--- src/rtl/mm_wait_pkg.sv ---
package mm_wait_pkg;
  localparam int BYTE_W = 8;

  function automatic int cnt_width(input int limit);
    return $clog2(limit + 2);
  endfunction
endpackage

--- src/rtl/mm_wait_ctr.sv ---
module mm_wait_ctr #(
  parameter int WAIT_CYCLES = 2
) (
  input  logic clk_i,
  input  logic rst_i,
  input  logic req_i,
  output logic stall_o,
  output logic accept_o
);
  import mm_wait_pkg::*;
  localparam int CNT_W = cnt_width(WAIT_CYCLES);
  localparam logic [CNT_W-1:0] LIMIT = CNT_W'(WAIT_CYCLES);

  logic [CNT_W-1:0] cnt_q;

  assign stall_o  = req_i && (cnt_q != LIMIT);
  assign accept_o = req_i && (cnt_q == LIMIT);

  always_ff @(posedge clk_i) begin
    if (rst_i || !req_i || accept_o) cnt_q <= '0;
    else                             cnt_q <= cnt_q + 1'b1;
  end


  always_comb begin
    cnt_in_range_chk: assert (rst_i || cnt_q <= LIMIT);
  end


  idle_no_stall_chk: assert property (@(posedge clk_i) disable iff (rst_i)
    !req_i |-> !stall_o);


  stall_release_chk: assert property (@(posedge clk_i) disable iff (rst_i)
    accept_o |=> (cnt_q == '0));
endmodule

--- src/rtl/mm_reg_bank.sv ---
module mm_reg_bank #(
  parameter int DATA_W = 32,
  parameter int ADDR_W = 3
) (
  input  logic                       clk_i,
  input  logic                       rst_i,
  input  logic                       wr_en_i,
  input  logic                       rd_en_i,
  input  logic [ADDR_W-1:0]          addr_i,
  input  logic [DATA_W/8-1:0]        be_i,
  input  logic [DATA_W-1:0]          wdata_i,
  output logic [DATA_W-1:0]          rdata_o,
  output logic                       rvalid_o
);
  import mm_wait_pkg::*;
  localparam int DEPTH = 1 << ADDR_W;
  localparam int LANES = DATA_W / BYTE_W;

  logic [DATA_W-1:0] mem_q [DEPTH];

  always_ff @(posedge clk_i) begin
    if (rst_i) begin
      for (int i = 0; i < DEPTH; i++) mem_q[i] <= '0;
    end else if (wr_en_i) begin
      for (int b = 0; b < LANES; b++)
        if (be_i[b]) mem_q[addr_i][b*BYTE_W +: BYTE_W] <= wdata_i[b*BYTE_W +: BYTE_W];
    end
  end

  always_ff @(posedge clk_i) begin
    if (rst_i) begin
      rvalid_o <= 1'b0;
      rdata_o  <= '0;
    end else begin
      rvalid_o <= rd_en_i;
      if (rd_en_i) rdata_o <= mem_q[addr_i];
    end
  end


  rvalid_follows_read_chk: assert property (@(posedge clk_i) disable iff (rst_i)
    rd_en_i |=> rvalid_o);


  no_rvalid_after_write_chk: assert property (@(posedge clk_i) disable iff (rst_i)
    wr_en_i |=> !rvalid_o);
endmodule

--- src/rtl/mm_wait_slave.sv ---
module mm_wait_slave #(
  parameter int DATA_W      = 32,
  parameter int ADDR_W      = 3,
  parameter int WAIT_CYCLES = 2
) (
  input  logic                clk_i,
  input  logic                rst_i,
  input  logic [ADDR_W-1:0]   addr_i,
  input  logic [DATA_W/8-1:0] be_i,
  input  logic                rd_i,
  input  logic                wr_i,
  input  logic [DATA_W-1:0]   wdata_i,
  output logic [DATA_W-1:0]   rdata_o,
  output logic                rvalid_o,
  output logic                stall_o
);
  logic req, accept;

  assign req = rd_i || wr_i;

  mm_wait_ctr #(.WAIT_CYCLES(WAIT_CYCLES)) ctr_i (
    .clk_i(clk_i), .rst_i(rst_i), .req_i(req),
    .stall_o(stall_o), .accept_o(accept)
  );

  mm_reg_bank #(.DATA_W(DATA_W), .ADDR_W(ADDR_W)) bank_i (
    .clk_i(clk_i), .rst_i(rst_i),
    .wr_en_i(accept && wr_i), .rd_en_i(accept && rd_i),
    .addr_i(addr_i), .be_i(be_i), .wdata_i(wdata_i),
    .rdata_o(rdata_o), .rvalid_o(rvalid_o)
  );


  reset_clears_rvalid_chk: assert property (@(posedge clk_i)
    $past(rst_i) |-> !rvalid_o);


  rvalid_single_chk: assert property (@(posedge clk_i) disable iff (rst_i)
    rvalid_o |-> $past(rd_i && !stall_o));


  master_holds_read_chk: assert property (@(posedge clk_i) disable iff (rst_i)
    (rd_i && stall_o) |=> (rd_i && $stable(addr_i)));


  master_holds_write_chk: assert property (@(posedge clk_i) disable iff (rst_i)
    (wr_i && stall_o) |=> (wr_i && $stable(wdata_i) && $stable(be_i)));
endmodule

--- config.mk ---
export PLATFORM = sky130hd
export DESIGN_NAME = mm_wait_slave
export DESIGN_NICKNAME = d
export VERILOG_FILES = /design/src/rtl/mm_wait_pkg.sv /design/src/rtl/mm_wait_ctr.sv /design/src/rtl/mm_reg_bank.sv /design/src/rtl/mm_wait_slave.sv
export SDC_FILE = /design/constraint.sdc
export NUM_CORES = 1
export LEC_CHECK = 0
export BUFFER_PORTS_ARGS = -buffer_cell sky130_fd_sc_hd__buf_2
export CORE_MARGIN = 2
export CORE_UTILIZATION = 57
export CTS_BUF_LIST = sky130_fd_sc_hd__clkbuf_8
export CTS_CLUSTER_DIAMETER = 200
export DETAILED_ROUTE_END_ITERATION = 8
export HOLD_SLACK_MARGIN = 0.02
export MAX_ROUTING_LAYER = met4
export PLACE_DENSITY = 0.78
export SLEW_MARGIN = 15
export SYNTH_ARGS = -nofsm -noshare
export SYNTH_HDL_FRONTEND = slang
export SYNTH_SLANG_ARGS = --single-unit
--- constraint.sdc ---
create_clock -name clk_i -period 1.9 [get_ports clk_i]
set_input_delay 0.19 -clock clk_i [delete_from_list [all_inputs] [get_ports clk_i]]
set_output_delay 0.19 -clock clk_i [all_outputs]
set_load 0.005 [all_outputs]
# After elaboration in Yosys (flattened, before gate mapping)
# Memory sizes are Yosys's and may differ from the RTL's. A register that Yosys moved wholly into a read port is not among the register bits.
# Cells that the tools add are included.
[word_totals]
elab_cells = 36
latch_bits = 0
input_bits = 43
mem_bits_ro = 0
ram_bits = 256
reg_bits = 3
out_inout_bits = 34
memories = 1
[mem_list]
columns = ["memory", "words", "word_bits", "read_ports", "rd_ports_with_merged_regs", "wr", "line", "source"]
rows = [
  ["bank_i.mem_q", 8, 32, 1, 1, 8, "mm_reg_bank.sv:19", "logic [DATA_W-1:0] mem_q [DEPTH];"],
]
[classes]
n_mux = 21
bitwise_logic = 0
n_eq_ne = 2
shift = 0
mul = 0
div = 0
order_cmp = 0
addsub = 1
n_reduce_logical = 9
[op_table]
columns = ["operator", "count"]
rows = [
  ["32-bit two-way mux", 1],
  ["32-bit OR reduction", 1],
  ["1-bit two-way mux", 18],
  ["1-bit logical AND", 4],
  ["4-bit two-way mux", 1],
  ["1-bit logical OR", 3],
  ["3-bit two-way mux", 1],
  ["2-bit by 1-bit adder with 2-bit output, second input constant", 1],
  ["2-bit equality test, second input constant", 1],
  ["2-bit inequality test, second input constant", 1],
  ["1-bit logical NOT", 1],
]

# Logic depth before layout (Yosys ltp)
# Gate-level depths: netlist (run 1).
[depth]
depth_word = 8
depth_mapped = 9
depth_no_buf = 6

# Hierarchy
# A second synthesis (run 1) with hierarchy kept.
[hier_totals]
hier_cells = 970
hier_area_um2 = 13183.9
[modules_own_cells]
columns = ["module", "area_each_um2", "seq_area_each_um2", "cells_each", "instances"]
rows = [
  ["mm_reg_bank", 13065.0, 8348.0, 959, 1],
  ["mm_wait_ctr", 98.8, 40.0, 8, 1],
  ["mm_wait_slave", 20.0, 0.0, 3, 1],
]

# Worst setup path before layout (run 1)
# OpenSTA, ideal clock, no wires.
[synth_timing]
path_type = "register to register"
start = "register ctr_i.cnt_q[0]"
end = "memory bank_i.mem_q[2][10] (enable)"
required_time_ns = 1.574
path_slack_ns = 0.063
t_arrival_ns = 1.511
setup_ns = 0.326
synth_period_minus_slack_ns = 1.837
path_stages_with_launch = 8
n_path_buf = 2
cell_sequence = "dfxtp_1 > inv_1 > ha_1 > nor2b_1 > buf_2 > and3_1 > clkbuf_1 > a21o_1"
[synth_rtl]
columns = ["element", "line", "source"]
rows = [
  ["start, declared", "mm_wait_ctr.sv:14", "logic [CNT_W-1:0] cnt_q;"],
  ["start signal, assigned", "mm_wait_ctr.sv:21", "else cnt_q <= cnt_q + 1'b1;"],
  ["end, declared", "mm_reg_bank.sv:19", ""],
]

==> results.ini, run 1 <==
[synthesis]
synth_seq_area_share = 0.652
yosysUniqueCellTypes = 59
ys.flop_type = edfxtp_1
synth-simple-area-share = 0.144
synth_nets = 1094
synthesis.area_um2 = 12900
synth_mux_area_frac = 0.0529
avgSynthCellArea_um2 = 12.3
async_flop_share = 0
yosysWarnings = 0
synthXorXnorAreaFrac = 0
synth_seq_cells = 291
yosysTopAreaCell = edfxtp_1
synth_edf_count = 256
synth_top_area_frac = 0.597
synth_area_leaders = edfxtp_1, nor2_1, dfxtp_1
synth_compound_area_frac = 0.109
synth_top_family_by_area = simple AND/OR/NAND/NOR gates
synthCells = 1050
yosys.area_share.adder = 0.000972

[sta]
slew_violations = 0
timing_worst_slew_pin_value_ps = 518
timing.fmax_mhz = 540
fin_crit_sh = 0.974
rsz0062_at_grt = true
period_needed_ps = 1850
max_slew_margin = 0.655
finalClockSkew_ps = 18.8
finalSetupViolations = 0
setup_tns_ps = 0
hold_viol = 0

[clocking]
clkLatencyLatePin_ps = 560
cts_made_buffers = 46
clock_sinks = 291
cts_setup_buffers = 0
cts_htree_levels = 2
path_clk_slew_ps = 60
cts.path.max_buffers = 3
tritoncts = done
cts_root_buf = clkbuf_8

[setup_path]
end_kind = register
reg2reg_depth = 8
critPathKind = reg -> reg
critPathMaxFanout = 22
r2r_end = bank_i.mem_q[7][15]
r2r_slack_ps = 50
required_ps = 2170
worstReg2RegStart = ctr_i.cnt_q[0]
arrival_ps = 2120
crit_path_start_kind = register

[drt]
vias = 9540
drtIter0Drc = 1309
drcViolationCount = 0
firstDrtPassIters = 5
ant_nets = 0
drt_wl_total_mm = 35.3
wl_per_cell_um = 22.8
viasPerCell = 6.16

[finish]
multi_input_area_um2 = 3990
diodes = 0
ff_latch_area_um2 = 8390
drive_above_1_share = 0.239
fillers = 1545
post-route-util = 0.697
nNetsFinal = 1276
area_delta_synth_final_pct = 19.0

[worst_hold_path]
min_path_cells = 2
min_from = wdata_i[0]
min_path_type = in -> reg
min_to = bank_i.mem_q[2][0]

[floorplanning]
fp.dieW_um = 154
core_area_um2 = 22000
initial_core_util = 0.586
io_pins = 77
chipHeight_um = 154
dieArea_um2 = 23800
rows = 54

[grt]
antenna_found_initial = 0
track_usage = 0.307
grt_pass1_vias = 9179
grt_pass1_wl_mm = 53.0
overflow = 0
grt_max_degree = 67

[power_and_ir_drop]
leakage_nw = 5.96
ir_drop_mv = 0.519
power_density_nw_per_um2 = 882

[outcome]
status = complete, no violations

[placement]
gp_congestion = 0.882
portBuffers = 76
dp_hpwl_mm = 23.6

[job]
maxCapViolations = 0

## cell usage in the layout, fill, tap and decap left out, types with 4 or more instances in the layout
cell type      count
nand2b_1           8
a21oi_1           22
clkinv_1           9
a221o_1            4
a22oi_1           30
a21o_1            19
nand3_1            5
mux2_1             4
nand2_1           41
or2_2              5
buf_4            101
buf_12            15
mux2_2            18
buf_2             75
a221oi_1          13
nor2_1           275
a311oi_1           9
dfxtp_1           35
clkbuf_8          48
and3_1            26
nand2_2            6
o31a_1             4
a211oi_1          15
inv_1             23
edfxtp_1         256
a22o_1            24
o21bai_1           6
a21o_2             5
and2_1            23
dlygate4sd3_1     25
o21ai_0           15
o22ai_1            6
mux2i_1           41
clkinv_2           6
## kinds of logic (layout without fill, tap and decap cells)
group | count (synthesis) | in the layout
buffers and inverters | 87 | 306
muxes | 64 | 64
DFF | 291 | 291
adders and majority gates | 1 | 1
AOI/OAI and AO/OA | 188 | 188
and+or+nand+nor | 419 | 419
## synth_stat cells (3+ instances only)
master,number
nor2_1,275
edfxtp_1,256
nand2_1,43
buf_2,42
mux2i_1,41
dfxtp_1,35
a22oi_1,30
and3_1,29
a21o_1,24
a22o_1,24
and2_1,24
a21oi_1,22
clkbuf_1,20
mux2_2,18
a211oi_1,15
o21ai_0,15
a221oi_1,13
a311oi_1,9
buf_6,9
nand2b_1,8
buf_4,7
o21bai_1,6
o22ai_1,6
nand3_1,5
or2_2,5
a221o_1,4
inv_1,4
mux2_1,4
nand2_2,4
nor2b_1,4
o31a_1,4
buf_12,3
nor3_1,3
o2bb2ai_1,3
or2_0,3
or2_1,3
## repair_timing
item | 4_1_cts | 5_1_grt
gates resized for setup | 9 | 5
hold buffers | 25 | 0
hold endpoints to repair | 39 | 0
pin swaps | 0 | 1
setup endpoints to repair | 203 | 147
## final cells by class
| class | count | area share |
|---|---|---|
| inverter | 4 | 0.000981 |
| timing repair buffer | 217 | 0.111 |
| multi-input combinational | 672 | 0.261 |
| tap | 280 | 0.0229 |
| clock buffer | 48 | 0.0432 |
| clock inverter | 37 | 0.0132 |
| sequential | 291 | 0.548 |
## through the flow
step | worst slack (ps) | instance area, um2 | hold WS, ps | cells | total power [W]
after floorplan | 62.7 | 12900 | 312 | 1050 | 0.00798
final | 49.2 | 15300 | 51.4 | 1549 | 0.0135
after CTS | 16.7 | 15300 | 28.1 | 1549 | 0.0135
after global routing | -2.54 | 15300 | 42.3 | 1549 | 0.0139
after detailed placement | -109 | 14200 | 417 | 1439 | 0.00850
after global placement | -39.0 | 14200 | 413 | 1439 | 0.00848
## flip-flops by register name (all words and copies together) (netlist names)
| name | flops |
|---|---|
| bank_i.mem_q | 256 |
| bank_i.rdata_o | 32 |
| bank_i.rvalid_o | 1 |
| ctr_i.cnt_q | 2 |
## worst max-delay path by stage
stage          cells after the start      startpoint                  end
3_5_place_dp                       7  ctr_i.cnt_q[0]  bank_i.mem_q[2][12]
2_1_floorplan                      7  ctr_i.cnt_q[0]  bank_i.mem_q[2][10]
3_3_place_gp                       7  ctr_i.cnt_q[0]  bank_i.mem_q[3][15]
4_1_cts                            9  ctr_i.cnt_q[0]  bank_i.mem_q[5][27]
6_report                           8  ctr_i.cnt_q[0]  bank_i.mem_q[7][15]
5_1_grt                            8  ctr_i.cnt_q[0]  bank_i.mem_q[7][15]
## critical path, cell delays in order, from the launching register on
cell,delay [ps]
dfxtp_1,310
inv_1,60
ha_2,190
nor2b_4,180
buf_12,140
and3_1,210
buf_12,170
a21o_1,160
buf_4,150
## report_power, final
group	internal [W]	leakage, nW	switching (W)
combinational	0.000484	2.52	0.000706
sequential	0.00717	2.93	0.0000851
clock	0.00262	0.512	0.00243
## per-layer routing
metal  GRT usage  up-vias  wire length, um
met2       0.478      628            16700
met1       0.406     4601            13400
met5           -        -                0
met4       0.135        0             1510
li1            -     4193                -
met3      0.0451      118             3710
Power figures use the tool's default switching activity.
==> run 2: changes to the inputs <==
--- a/config.mk
+++ b/config.mk
@@ -5,6 +5,7 @@
 export SDC_FILE = /design/constraint.sdc
 export NUM_CORES = 1
 export LEC_CHECK = 0
+export ABC_AREA = 1
 export BUFFER_PORTS_ARGS = -buffer_cell sky130_fd_sc_hd__buf_2
 export CORE_MARGIN = 2
 export CORE_UTILIZATION = 57
@@ -18,3 +19,4 @@
 export SYNTH_ARGS = -nofsm -noshare
 export SYNTH_HDL_FRONTEND = slang
 export SYNTH_SLANG_ARGS = --single-unit
+export TNS_END_PERCENT = 5
==> run 2 against run 1 <==
Net effect:
- register-to-register slack better by 60 ps
- clock skew down 1.9 ps
- first-iteration DRC count down 4.4%
- synthesized area up 2.2%
- design area down 2.3%
- global-route usage down 1.5 points
==> results.ini, run 2 <==
[synthesis]
yosysTopAreaCell = edfxtp_1
synthesis.area_um2 = 13200
yosys.cell_count.top_type = nor2_1
synth_mux_area_frac = 0
avgSynthCellArea_um2 = 9.22
synth_area_leaders = edfxtp_1, nor2_1, nand2_1
synthTopCellsByCount = nor2_1, nand2_1, edfxtp_1, inv_1, nand4_1
yosysUniqueCellTypes = 20
synth-simple-area-share = 0.300
async_flop_share = 0
synth_compound_area_frac = 0.00685
synth_seq_area_share = 0.638
yosysWarnings = 0
synth_top_family_by_area = simple AND/OR/NAND/NOR gates
ys.flop_type = edfxtp_1
synth_nets = 1471
synth_edf_count = 256
synth_top_area_frac = 0.585
synthXorXnorAreaFrac = 0
synthCells = 1427
synth_seq_cells = 291
yosys.area_share.adder = 0.000951

[grt]
overflow = 0
track_usage = 0.291
grt_pass1_wl_mm = 52.8
grt_max_degree = 57
grt_pass1_vias = 9928
antenna_found_initial = 0

[floorplanning]
chipHeight_um = 156
io_pins = 77
rows = 55
dieArea_um2 = 24300
initial_core_util = 0.581
core_area_um2 = 22600
fp.dieW_um = 156

[placement]
placed_cell_area_um2 = 14100
gp_congestion = 0.924
dp_slack_ps = 104
portBuffers = 76
dp_hpwl_mm = 22.6

[setup_path]
crit_path_start_kind = register
critPathMaxFanout = 3
required_ps = 1710
end_kind = primary output
critPathKind = reg -> out
arrival_ps = 1640

[sta]
fin_crit_sh = 0.965
setup_slack_ps = 65.8
slew_violations = 0
holdWs_ps = 72.3
timing_worst_slew_pin_value_ps = 552
hold_viol = 0
finalSetupViolations = 0
period_needed_ps = 1830
max_slew_margin = 0.632
finalClockSkew_ps = 16.9
rsz0062_at_grt = true
timing.fmax_mhz = 545

[finish]
top_regs = bank_i.mem_q x256, bank_i.rdata_o x32, ctr_i.cnt_q x2
final_common_cell = nor2_1
multi_input_area_um2 = 4090
largest_register_ffs = 256
top_register = bank_i.mem_q
layout_common_cells = nor2_1, nand2_1, edfxtp_1
final_area_um2 = 15000
drive_above_1_share = 0.153
area_delta_synth_final_pct = 13.7
diodes = 0
ff_latch_area_um2 = 8390
nNetsFinal = 1591
fillers = 1743

[drt]
wl_per_cell_um = 18.2
vias = 10500
viasPerCell = 5.62
drtIter0Drc = 1251
ant_nets = 0
drt_wl_total_mm = 34.0
firstDrtPassIters = 6
drcViolationCount = 0

[power_and_ir_drop]
leakage_nw = 6.86
power_density_nw_per_um2 = 879
ir_drop_mv = 0.627
total_power_w = 0.0132

[clocking]
cts_setup_buffers = 0
cts_made_buffers = 47
cts_root_buf = clkbuf_8
cts.path.max_buffers = 3
tritoncts = done
clkLatencyLatePin_ps = 570
ctsHoldBuffers = 0
clock_sinks = 291
cts_htree_levels = 2
path_clk_slew_ps = 60

[outcome]
status = complete, no violations

[worst_hold_path]
min_path_type = in -> reg

[job]
maxCapViolations = 0

-- run 2: changes by cell type after synthesis, sizes merged, moves of 26 or more --
| cell | previous run | this run |
|---|---|---|
| nor2 | 279 | 396 |
| a22oi | 30 | 0 |
| and3 | 29 | 0 |
| and2 | 26 | 0 |
| nand4 | 0 | 92 |
| nand3 | 5 | 79 |
| nand2 | 47 | 373 |
| inv | 4 | 105 |
| mux2i | 41 | 0 |
-- run 2: area by class of cell --
type | instances | area share
Sequential cell | 291 | 0.561
Multi-Input combinational cell | 960 | 0.273
Timing Repair Buffer | 140 | 0.0594
Inverter | 107 | 0.0268
Tap cell | 285 | 0.0238
Clock inverter | 36 | 0.00979
Clock buffer | 50 | 0.0460
-- run 2: stage by stage --
step	util	instances	TNS, ps
finish	0.661	1869	0
global route	0.661	1869	-126
CTS	0.659	1869	0
detailed placement	0.622	1783	0
global placement	0.622	1783	0
floorplan	-	1427	0
-- run 2: logic make-up after synthesis --
logic type | after synthesis
AOI/OAI and AO/OA | 18
adders and majority gates | 1
buffers and inverters | 176
DFF | 291
and+or+nand+nor | 941
-- run 2: final timing paths --
path	startpoint	endpoint	slack (ps)	cells after the start
min reg2reg	ctr_i.cnt_q[0]	ctr_i.cnt_q[0]	410	1
min	wdata_i[27]	bank_i.mem_q[4][27]	70	3
max	ctr_i.cnt_q[0]	stall_o	70	4
max reg2reg	ctr_i.cnt_q[0]	bank_i.mem_q[5][18]	110	6
-- run 2: report_power, final --
| group | internal, W | switching [W] | leakage, nW | total [W] |
|---|---|---|---|---|
| registers | 0.00717 | 0.0000791 | 2.93 | 0.00725 |
| clock network | 0.00243 | 0.00247 | 0.490 | 0.00490 |
| logic | 0.000254 | 0.000749 | 3.44 | 0.00100 |
-- run 2: timing repair --
item	4_1_cts	5_1_grt
endpoints found under the setup margin	0	120
endpoints found under the hold margin	0	0
resized for setup	0	15
-- run 2: metal layers --
metal  up-vias  track usage  wire [um]
li1       4942            -          -
met1      4876        0.385      13200
met2       608        0.461      16300
met3        81       0.0519       3590
met4         0       0.0974        970
met5         -            -          0
-- run 2: critical path, stage by stage, from the launching register on --
cell	delay (ps)
dfxtp_1	330
inv_1	50
ha_1	250
nor2_1	280
buf_2	180
